## config.mk

```make
export PLATFORM = sky130hd
export DESIGN_NAME = fcmd_launch_ctrl
export DESIGN_NICKNAME = d
export VERILOG_FILES = /design/src/rtl/fcl_pkg.sv /design/src/rtl/fcl_engine.sv /design/src/rtl/fcl_fault.sv /design/src/rtl/fcl_cmd_seq.sv /design/src/rtl/fcmd_launch_ctrl.sv
export SDC_FILE = /design/constraint.sdc
export NUM_CORES = 1
export LEC_CHECK = 0
export BUFFER_PORTS_ARGS = -buffer_cell sky130_fd_sc_hd__buf_2
export CAP_MARGIN = 20
export CORE_MARGIN = 5
export CORE_UTILIZATION = 65
export DETAILED_ROUTE_END_ITERATION = 16
export PLACE_DENSITY = 0.88
export SLEW_MARGIN = 20
export SYNTH_ARGS = -nofsm -noshare
export SYNTH_HDL_FRONTEND = slang
export SYNTH_HIERARCHICAL = 1
export SYNTH_SLANG_ARGS = --single-unit
```

## constraint.sdc

```tcl
create_clock -name clk -period 3.6 [get_ports clk]
set_input_delay 0.36 -clock clk [delete_from_list [all_inputs] [get_ports clk]]
set_output_delay 0.36 -clock clk [all_outputs]
set_load 0.02 [all_outputs]
```

## src/rtl/fcl_pkg.sv

```systemverilog
package fcl_pkg;
   localparam int OPC_W  = 8;
   localparam int PROT_W = 5;

   typedef enum logic [3:0] {
      REG_DIV   = 4'd0,
      REG_STAT  = 4'd1,
      REG_IDX   = 4'd2,
      REG_DATA  = 4'd3,
      REG_PROT  = 4'd4,
      REG_CFG   = 4'd5,
      REG_LAT   = 4'd6,
      REG_FLT   = 4'd7,
      REG_FADDR = 4'd8,
      REG_FDATA = 4'd9
   } reg_sel_e;

   localparam logic [OPC_W-1:0] OPC_MASS_ERASE = 8'h08;

   localparam int STAT_CMP = 7;
   localparam int STAT_ACC = 5;
   localparam int STAT_PV  = 4;

   function automatic logic opc_valid(input logic [OPC_W-1:0] op);
      case (op)
         8'h08, 8'h0B, 8'h0D, 8'h0E, 8'h0F, 8'h10,
         8'h11, 8'h12, 8'h13, 8'h14, 8'h15, 8'h20: return 1'b1;
         default: return 1'b0;
      endcase
   endfunction

   function automatic logic [2:0] opc_max_idx(input logic [OPC_W-1:0] op);
      case (op)
         8'h11:               return 3'd4;
         8'h0F, 8'h10, 8'h20: return 3'd2;
         8'h0D, 8'h0E, 8'h12: return 3'd1;
         default:             return 3'd0;
      endcase
   endfunction

   function automatic logic opc_needs_clk(input logic [OPC_W-1:0] op);
      case (op)
         8'h08, 8'h0B, 8'h0F, 8'h11, 8'h12, 8'h20: return 1'b1;
         default: return 1'b0;
      endcase
   endfunction
endpackage

```

## src/rtl/fcl_engine.sv

```systemverilog
module fcl_engine #(
   parameter int CNT_W = 8
) (
   input  logic             clk,
   input  logic             rst_n,
   input  logic             start,
   input  logic [CNT_W-1:0] lat,
   output logic             busy,
   output logic             done
);
   logic [CNT_W-1:0] cnt_q;
   logic [CNT_W-1:0] lat_eff;

   assign lat_eff = (lat == '0) ? CNT_W'(1) : lat;
   assign busy    = (cnt_q != '0);
   assign done    = (cnt_q == CNT_W'(1));

   always_ff @(posedge clk or negedge rst_n) begin
      if (!rst_n)     cnt_q <= '0;
      else if (start) cnt_q <= lat_eff;
      else if (busy)  cnt_q <= cnt_q - CNT_W'(1);
   end
endmodule

```

## src/rtl/fcl_fault.sv

```systemverilog
module fcl_fault #(
   parameter int FA_W = 16
) (
   input  logic            clk,
   input  logic            rst_n,
   input  logic            snoop_rd,
   input  logic [FA_W-1:0] snoop_addr,
   input  logic            array_busy,
   input  logic [1:0]      flt_clr,
   output logic [1:0]      flt_q,
   output logic [FA_W-1:0] faddr_q
);
   logic capture;

   assign capture = snoop_rd && array_busy && (flt_q == 2'b00);

   always_ff @(posedge clk or negedge rst_n) begin
      if (!rst_n) begin
         flt_q   <= 2'b00;
         faddr_q <= '0;
      end else if (capture) begin
         flt_q   <= 2'b11;
         faddr_q <= snoop_addr;
      end else begin
         flt_q   <= flt_q & ~flt_clr;
      end
   end
endmodule

```

## src/rtl/fcl_cmd_seq.sv

```systemverilog
module fcl_cmd_seq
   import fcl_pkg::*;
#(
   parameter int DATA_W    = 16,
   parameter int ADDR_W    = 4,
   parameter int NUM_WORDS = 5,
   parameter int DIV_W     = 7,
   parameter int CNT_W     = 8
) (
   input  logic                     clk,
   input  logic                     rst_n,
   input  logic                     bus_wr,
   input  logic [ADDR_W-1:0]        bus_addr,
   input  logic [DATA_W-1:0]        bus_wdata,
   input  logic                     eng_done,
   output logic                     cmd_complete,
   output logic                     acc_err,
   output logic                     prot_viol,
   output logic                     clk_init,
   output logic [DIV_W-1:0]         div_val,
   output logic [$clog2(NUM_WORDS)-1:0] idx_val,
   output logic [DATA_W-1:0]        slot_rd,
   output logic [PROT_W-1:0]        prot_val,
   output logic                     irq_en,
   output logic [CNT_W-1:0]         lat_val,
   output logic                     eng_start
);
   localparam int IDX_W = $clog2(NUM_WORDS);

   logic [DATA_W-1:0] slot_q [NUM_WORDS];
   logic [IDX_W-1:0]  idx_q;
   logic              cmp_q, acc_q, pv_q;
   logic              wr_div, wr_stat, wr_idx, wr_data, wr_prot, wr_cfg, wr_lat;
   logic              stage_ok, launch_req, idx_bad;
   logic              set_acc, set_pv, start;
   logic [OPC_W-1:0]  opcode;

   assign wr_div  = bus_wr && (bus_addr == ADDR_W'(REG_DIV));
   assign wr_stat = bus_wr && (bus_addr == ADDR_W'(REG_STAT));
   assign wr_idx  = bus_wr && (bus_addr == ADDR_W'(REG_IDX));
   assign wr_data = bus_wr && (bus_addr == ADDR_W'(REG_DATA));
   assign wr_prot = bus_wr && (bus_addr == ADDR_W'(REG_PROT));
   assign wr_cfg  = bus_wr && (bus_addr == ADDR_W'(REG_CFG));
   assign wr_lat  = bus_wr && (bus_addr == ADDR_W'(REG_LAT));

   assign opcode     = slot_q[0][OPC_W-1:0];
   assign stage_ok   = !(acc_q || pv_q) && cmp_q;
   assign launch_req = wr_stat && bus_wdata[STAT_CMP] && stage_ok;
   assign idx_bad    = int'(bus_wdata) > int'(opc_max_idx(opcode));

   always_comb begin
      set_acc = 1'b0;
      set_pv  = 1'b0;
      start   = 1'b0;
      if (wr_idx && stage_ok && idx_bad) set_acc = 1'b1;
      if (wr_data && stage_ok && (idx_q == '0) && !opc_valid(bus_wdata[OPC_W-1:0]))
         set_acc = 1'b1;
      if (launch_req) begin
         if (!opc_valid(opcode))                          set_acc = 1'b1;
         else if (opc_needs_clk(opcode) && !clk_init)     set_acc = 1'b1;
         else if (opcode == OPC_MASS_ERASE && !(&prot_val)) set_pv = 1'b1;
         else                                             start   = 1'b1;
      end
   end

   always_ff @(posedge clk or negedge rst_n) begin
      if (!rst_n) begin
         cmp_q <= 1'b1;
         acc_q <= 1'b0;
         pv_q  <= 1'b0;
      end else begin
         acc_q <= (acc_q & ~(wr_stat && bus_wdata[STAT_ACC])) | set_acc;
         pv_q  <= (pv_q  & ~(wr_stat && bus_wdata[STAT_PV]))  | set_pv;
         if (start)         cmp_q <= 1'b0;
         else if (eng_done) cmp_q <= 1'b1;
      end
   end

   always_ff @(posedge clk or negedge rst_n) begin
      if (!rst_n)                           idx_q <= '0;
      else if (wr_idx && stage_ok && !idx_bad) idx_q <= bus_wdata[IDX_W-1:0];
   end

   for (genvar g = 0; g < NUM_WORDS; g++) begin : g_slot
      always_ff @(posedge clk or negedge rst_n) begin
         if (!rst_n)
            slot_q[g] <= '0;
         else if (wr_data && stage_ok && (idx_q == IDX_W'(g)))
            slot_q[g] <= bus_wdata;
      end
   end

   always_ff @(posedge clk or negedge rst_n) begin
      if (!rst_n) begin
         clk_init <= 1'b0;
         div_val  <= '0;
         prot_val <= '0;
         irq_en   <= 1'b0;
         lat_val  <= CNT_W'(4);
      end else begin
         if (wr_div) begin
            clk_init <= 1'b1;
            div_val  <= bus_wdata[DIV_W-1:0];
         end
         if (wr_prot) prot_val <= bus_wdata[PROT_W-1:0];
         if (wr_cfg)  irq_en   <= bus_wdata[0];
         if (wr_lat)  lat_val  <= bus_wdata[CNT_W-1:0];
      end
   end

   assign cmd_complete = cmp_q;
   assign acc_err      = acc_q;
   assign prot_viol    = pv_q;
   assign idx_val      = idx_q;
   assign slot_rd      = slot_q[idx_q];
   assign eng_start    = start;
endmodule

```

## src/rtl/fcmd_launch_ctrl.sv

```systemverilog
module fcmd_launch_ctrl
   import fcl_pkg::*;
#(
   parameter int DATA_W    = 16,
   parameter int ADDR_W    = 4,
   parameter int FA_W      = 16,
   parameter int CNT_W     = 8,
   parameter int NUM_WORDS = 5,
   parameter int DIV_W     = 7,
   parameter bit IRQ_REG   = 1'b0
) (
   input  logic              clk,
   input  logic              rst_n,
   input  logic              bus_wr,
   input  logic [ADDR_W-1:0] bus_addr,
   input  logic [DATA_W-1:0] bus_wdata,
   output logic [DATA_W-1:0] bus_rdata,
   input  logic              arr_rd,
   input  logic [FA_W-1:0]   arr_rd_addr,
   output logic              irq
);
   localparam int IDX_W = $clog2(NUM_WORDS);

   if (NUM_WORDS < 5 || NUM_WORDS > 8) begin : g_bad_words
      $error("NUM_WORDS must be 5..8");
   end
   if (DIV_W > 7 || DIV_W < 1) begin : g_bad_div
      $error("DIV_W must be 1..7");
   end
   if (DATA_W < 8 || DATA_W > 32 || FA_W > DATA_W || CNT_W > DATA_W || CNT_W < 2) begin : g_bad_width
      $error("inconsistent data, address or counter widths");
   end
   if (ADDR_W < 4) begin : g_bad_addr
      $error("ADDR_W must be at least 4");
   end

   logic              cmd_complete, acc_err, prot_viol, clk_init, irq_en;
   logic              eng_start, eng_busy, eng_done, wr_flt;
   logic [DIV_W-1:0]  div_val;
   logic [IDX_W-1:0]  idx_val;
   logic [DATA_W-1:0] slot_rd;
   logic [PROT_W-1:0] prot_val;
   logic [CNT_W-1:0]  lat_val;
   logic [1:0]        flt_flags;
   logic [FA_W-1:0]   flt_addr;

   fcl_cmd_seq #(
      .DATA_W(DATA_W), .ADDR_W(ADDR_W), .NUM_WORDS(NUM_WORDS),
      .DIV_W(DIV_W), .CNT_W(CNT_W)
   ) u_seq (
      .clk(clk), .rst_n(rst_n), .bus_wr(bus_wr), .bus_addr(bus_addr),
      .bus_wdata(bus_wdata), .eng_done(eng_done), .cmd_complete(cmd_complete),
      .acc_err(acc_err), .prot_viol(prot_viol), .clk_init(clk_init),
      .div_val(div_val), .idx_val(idx_val), .slot_rd(slot_rd),
      .prot_val(prot_val), .irq_en(irq_en), .lat_val(lat_val),
      .eng_start(eng_start)
   );

   fcl_engine #(.CNT_W(CNT_W)) u_eng (
      .clk(clk), .rst_n(rst_n), .start(eng_start), .lat(lat_val),
      .busy(eng_busy), .done(eng_done)
   );

   assign wr_flt = bus_wr && (bus_addr == ADDR_W'(REG_FLT));

   fcl_fault #(.FA_W(FA_W)) u_flt (
      .clk(clk), .rst_n(rst_n), .snoop_rd(arr_rd), .snoop_addr(arr_rd_addr),
      .array_busy(!cmd_complete), .flt_clr({2{wr_flt}} & bus_wdata[1:0]),
      .flt_q(flt_flags), .faddr_q(flt_addr)
   );

   if (IRQ_REG) begin : g_irq_reg
      always_ff @(posedge clk or negedge rst_n) begin
         if (!rst_n) irq <= 1'b0;
         else        irq <= cmd_complete && irq_en;
      end
   end else begin : g_irq_comb
      assign irq = cmd_complete && irq_en;
   end

   always_comb begin
      bus_rdata = '0;
      case (bus_addr)
         ADDR_W'(REG_DIV): begin
            bus_rdata[DIV_W-1:0] = div_val;
            bus_rdata[7]         = clk_init;
         end
         ADDR_W'(REG_STAT): begin
            bus_rdata[STAT_CMP] = cmd_complete;
            bus_rdata[STAT_ACC] = acc_err;
            bus_rdata[STAT_PV]  = prot_viol;
         end
         ADDR_W'(REG_IDX):   bus_rdata[IDX_W-1:0]  = idx_val;
         ADDR_W'(REG_DATA):  bus_rdata             = slot_rd;
         ADDR_W'(REG_PROT):  bus_rdata[PROT_W-1:0] = prot_val;
         ADDR_W'(REG_CFG):   bus_rdata[0]          = irq_en;
         ADDR_W'(REG_LAT):   bus_rdata[CNT_W-1:0]  = lat_val;
         ADDR_W'(REG_FLT):   bus_rdata[1:0]        = flt_flags;
         ADDR_W'(REG_FADDR): bus_rdata[FA_W-1:0]   = flt_addr;
         default:            bus_rdata             = '0;
      endcase
   end
endmodule

```

==> flow_summary.toml <==
[critical_path]
crit_path_max_fanout = 9
path_cells = "buf_4 > mux4_2 > a22o_1 > a222oi_1 > o21ai_1 > buf_2"
required_ns = 3.24
crit_family = "compound AO/OA/AOI/OAI gates"
cp_slowest_cell = "dfrtp_1"
r2r-start = "u_seq/opcode[7]"
criticalPathCategory = "flop to primary output"
crit_path_end_kind = "primary output"
path_buf_inv = 2
cp_slowest_stage_delay_ns = 0.62
cp.arrival_ns = 2.87
crit_start = "u_seq/idx_val[0]"
cp-start-kind = "flop"

[cts]
cts-root-buf = "clkbuf_8"
cts.repair.resized = 0
insertion_delay_ns = 0.53
cts_tree = "done"
cts_buffer_depth = 2
cts_sinks = 134
htreeDepth = 4
cts_setup_buffers = 0
cts_buffers = 17
clk_pin_slew_worst_paths_ns = 0.06

[die]
row_count = 38
die_y_um = 114.0
io_pins = 57
initial_core_util = 0.6573
die_x_um = 114.0
die_area_mm2 = 0.01300
core_area_mm2 = 0.01070

[layout]
drive_gt1_frac = 0.4130
num-fill-cells = 675
areaGrowthSynthToFinish_pct = 13.31
nets = 631
antennaDiodeCount = 0
stdcell_count = 738

[synth]
synthFlopType = "dfrtp_1"
async_reset_ff_frac = 1.000
ys.warnings.count = 6
syn_inst = 534
synth_area_leaders = "dfrtp_1 (47%), mux2_2 (16%), mux4_2 (5.1%)"
synth_area_mm2 = 0.007032
synth.largest_area_cell = "dfrtp_1"
syn_nets = 580
yosysUniqueCellTypes = 74
netlist_top_cells_count = "dfrtp_1 (132), mux2_2 (97), a22o_1 (27)"
synth.avg_cell_area_um2 = 13.17
synth-edff-count = 0
synth.most_common_cell = "dfrtp_1"
ys_ff_latch = 134
seq_area_frac_synth = 0.4772
synth_top_area_share = 0.4698

[routing]
antenna_left = 0
vias = 5017
dr.pass1.iters = 5
drt_iter0_drc = 810
drc = 0
routed_wl_um = 17550
vias_per_cell = 6.798
wire_per_inst_um = 23.77

[global_routing]
grt_pass1_wl_um = 28040
antenna_found_initial = 0
grt_pass1_vias = 5101
grt_usage = 0.2837
grt-ovfl-total = 0
grt_start_max_net_pins = 67

[worst_hold_path]
min_path_type = "input pin to flop"
min_from = "arr_rd_addr[15]"

[timing]
skew_ns = 0.006902
tns_ns = 0
holdWs_ns = 0.05073
drv_slew = 0
min_period_over_period = 0.8961
rsz0062_at_grt = "no"
min_period_ns = 3.226
timing.fmax_ghz = 0.3100
worst_pin_slew_ns = 1.007
setup_violations = 0
hold_viol = 0
maxSlewHeadroom = 0.3287

[power_and_ir_drop]
irDropWorstVdd_v = 0.0004490
power.density_mw_per_mm2 = 567.1
cellLeakagePower_nw = 3.725

[placement]
gp_congestion = 0.8929
hpwl_um = 11540
dp_cells = 705
io_buffers = 56

[outcome]
status = "completed"

[run]
maxCapViolations = 0
## stage by stage
stage / power [W] / worst slack [ns] / instance area (um^2) / util
finish: 0.004518 / 0.3742 / 7968 / 0.7448
global route: 0.004687 / 0.2016 / 7968 / 0.7448
CTS: 0.004517 / 0.3323 / 7968 / 0.7448
detailed placement: 0.002798 / 0.8081 / 7373 / 0.6892
global placement: 0.002738 / 0.9746 / 7373 / 0.6892
floorplan: 0.002513 / 1.027 / 7032 / -
## sequential cells by signal, indices dropped and copies added (netlist names), 2 cells and up
name and cells:
u_seq/div_val 7, u_seq/prot_val 5, u_seq/lat_val 8, u_flt/faddr_q 16
u_flt/flt_q 2, u_seq/slot_q 72, u_seq/idx_val 3, u_eng/cnt_q 8
u_seq/opcode 8
## final timing paths
kind | slack, ns | endpoint | cells after the start
max reg2reg | 0.63 | u_eng/cnt_q[7] | 10
max in group asynchronous | 2.25 | u_seq/slot_q[20] | 3
min | 0.05 | u_flt/faddr_q[15] | 2
min in group asynchronous | 0.50 | u_eng/cnt_q[6] | 2
min reg2reg | 0.49 | u_flt/faddr_q[15] | 1
max | 0.37 | bus_rdata[4] | 6
## final cells by class
| type | instances | area (um^2) | share of cell area |
|---|---|---|---|
| tap | 140 | 175.2 | 0.02198 |
| timing repair buffer | 68 | 387.9 | 0.04868 |
| clock buffer | 22 | 462.9 | 0.05810 |
| inverter | 15 | 56.30 | 0.007067 |
| sequential | 134 | 3356 | 0.4212 |
| clock inverter | 10 | 121.4 | 0.01523 |
| multi-input combinational | 349 | 3408 | 0.4278 |
## where the power goes
group	total, W	switching (W)	leakage, nW	internal (W)
logic	0.000834	0.000403	1.69	0.000431
registers	0.00199	0.000241	1.76	0.00175
clock network	0.00170	0.000654	0.274	0.00104
total	0.00452	0.00130	3.73	0.00322
## cell families after synthesis
family | share of synthesized area
xor gates and xnor gates | 0.007473
adders and majority gates | 0.01068
buffers and inverters | 0.03808
AOI/OAI and AO/OA | 0.09217
DFF | 0.4772
and+or+nand+nor | 0.1078
muxes | 0.2665
## worst reg2reg max path, cell delays in order (launching register included)
cell and delay [ns]:
dfrtp_1 0.42, or3_1 0.44, nor3_1 0.33, a32o_1 0.24, a311oi_1 0.06, buf_4 0.17, nor3_1 0.25, buf_4 0.27
inv_1 0.11, and4_1 0.15, a2111oi_0 0.38
## layout by cell type (no fill, tap or decap), drive strengths merged, types with 12 or more instances in the layout
cell type / n
nand2: 23
buf: 67
a22o: 27
inv: 16
nor3: 14
nor2: 12
dfrtp: 132
mux4: 17
mux2: 122
clkbuf: 22
o21ai: 15
## per-layer routing
metal,global-route usage,wire (um),vias up
met5,0,0,-
met1,0.3872,7254,2559
li1,-,-,2144
met2,0.4391,8418,275
met4,0.09660,382,0
met3,0.08276,1489,39
## timing repair
action | CTS | global route
hold buffers | 1 | 0
endpoints found under the hold margin | 63 | 0
endpoints found under the setup margin | 0 | 0
No activity file was read; power rests on OpenSTA's default activity.
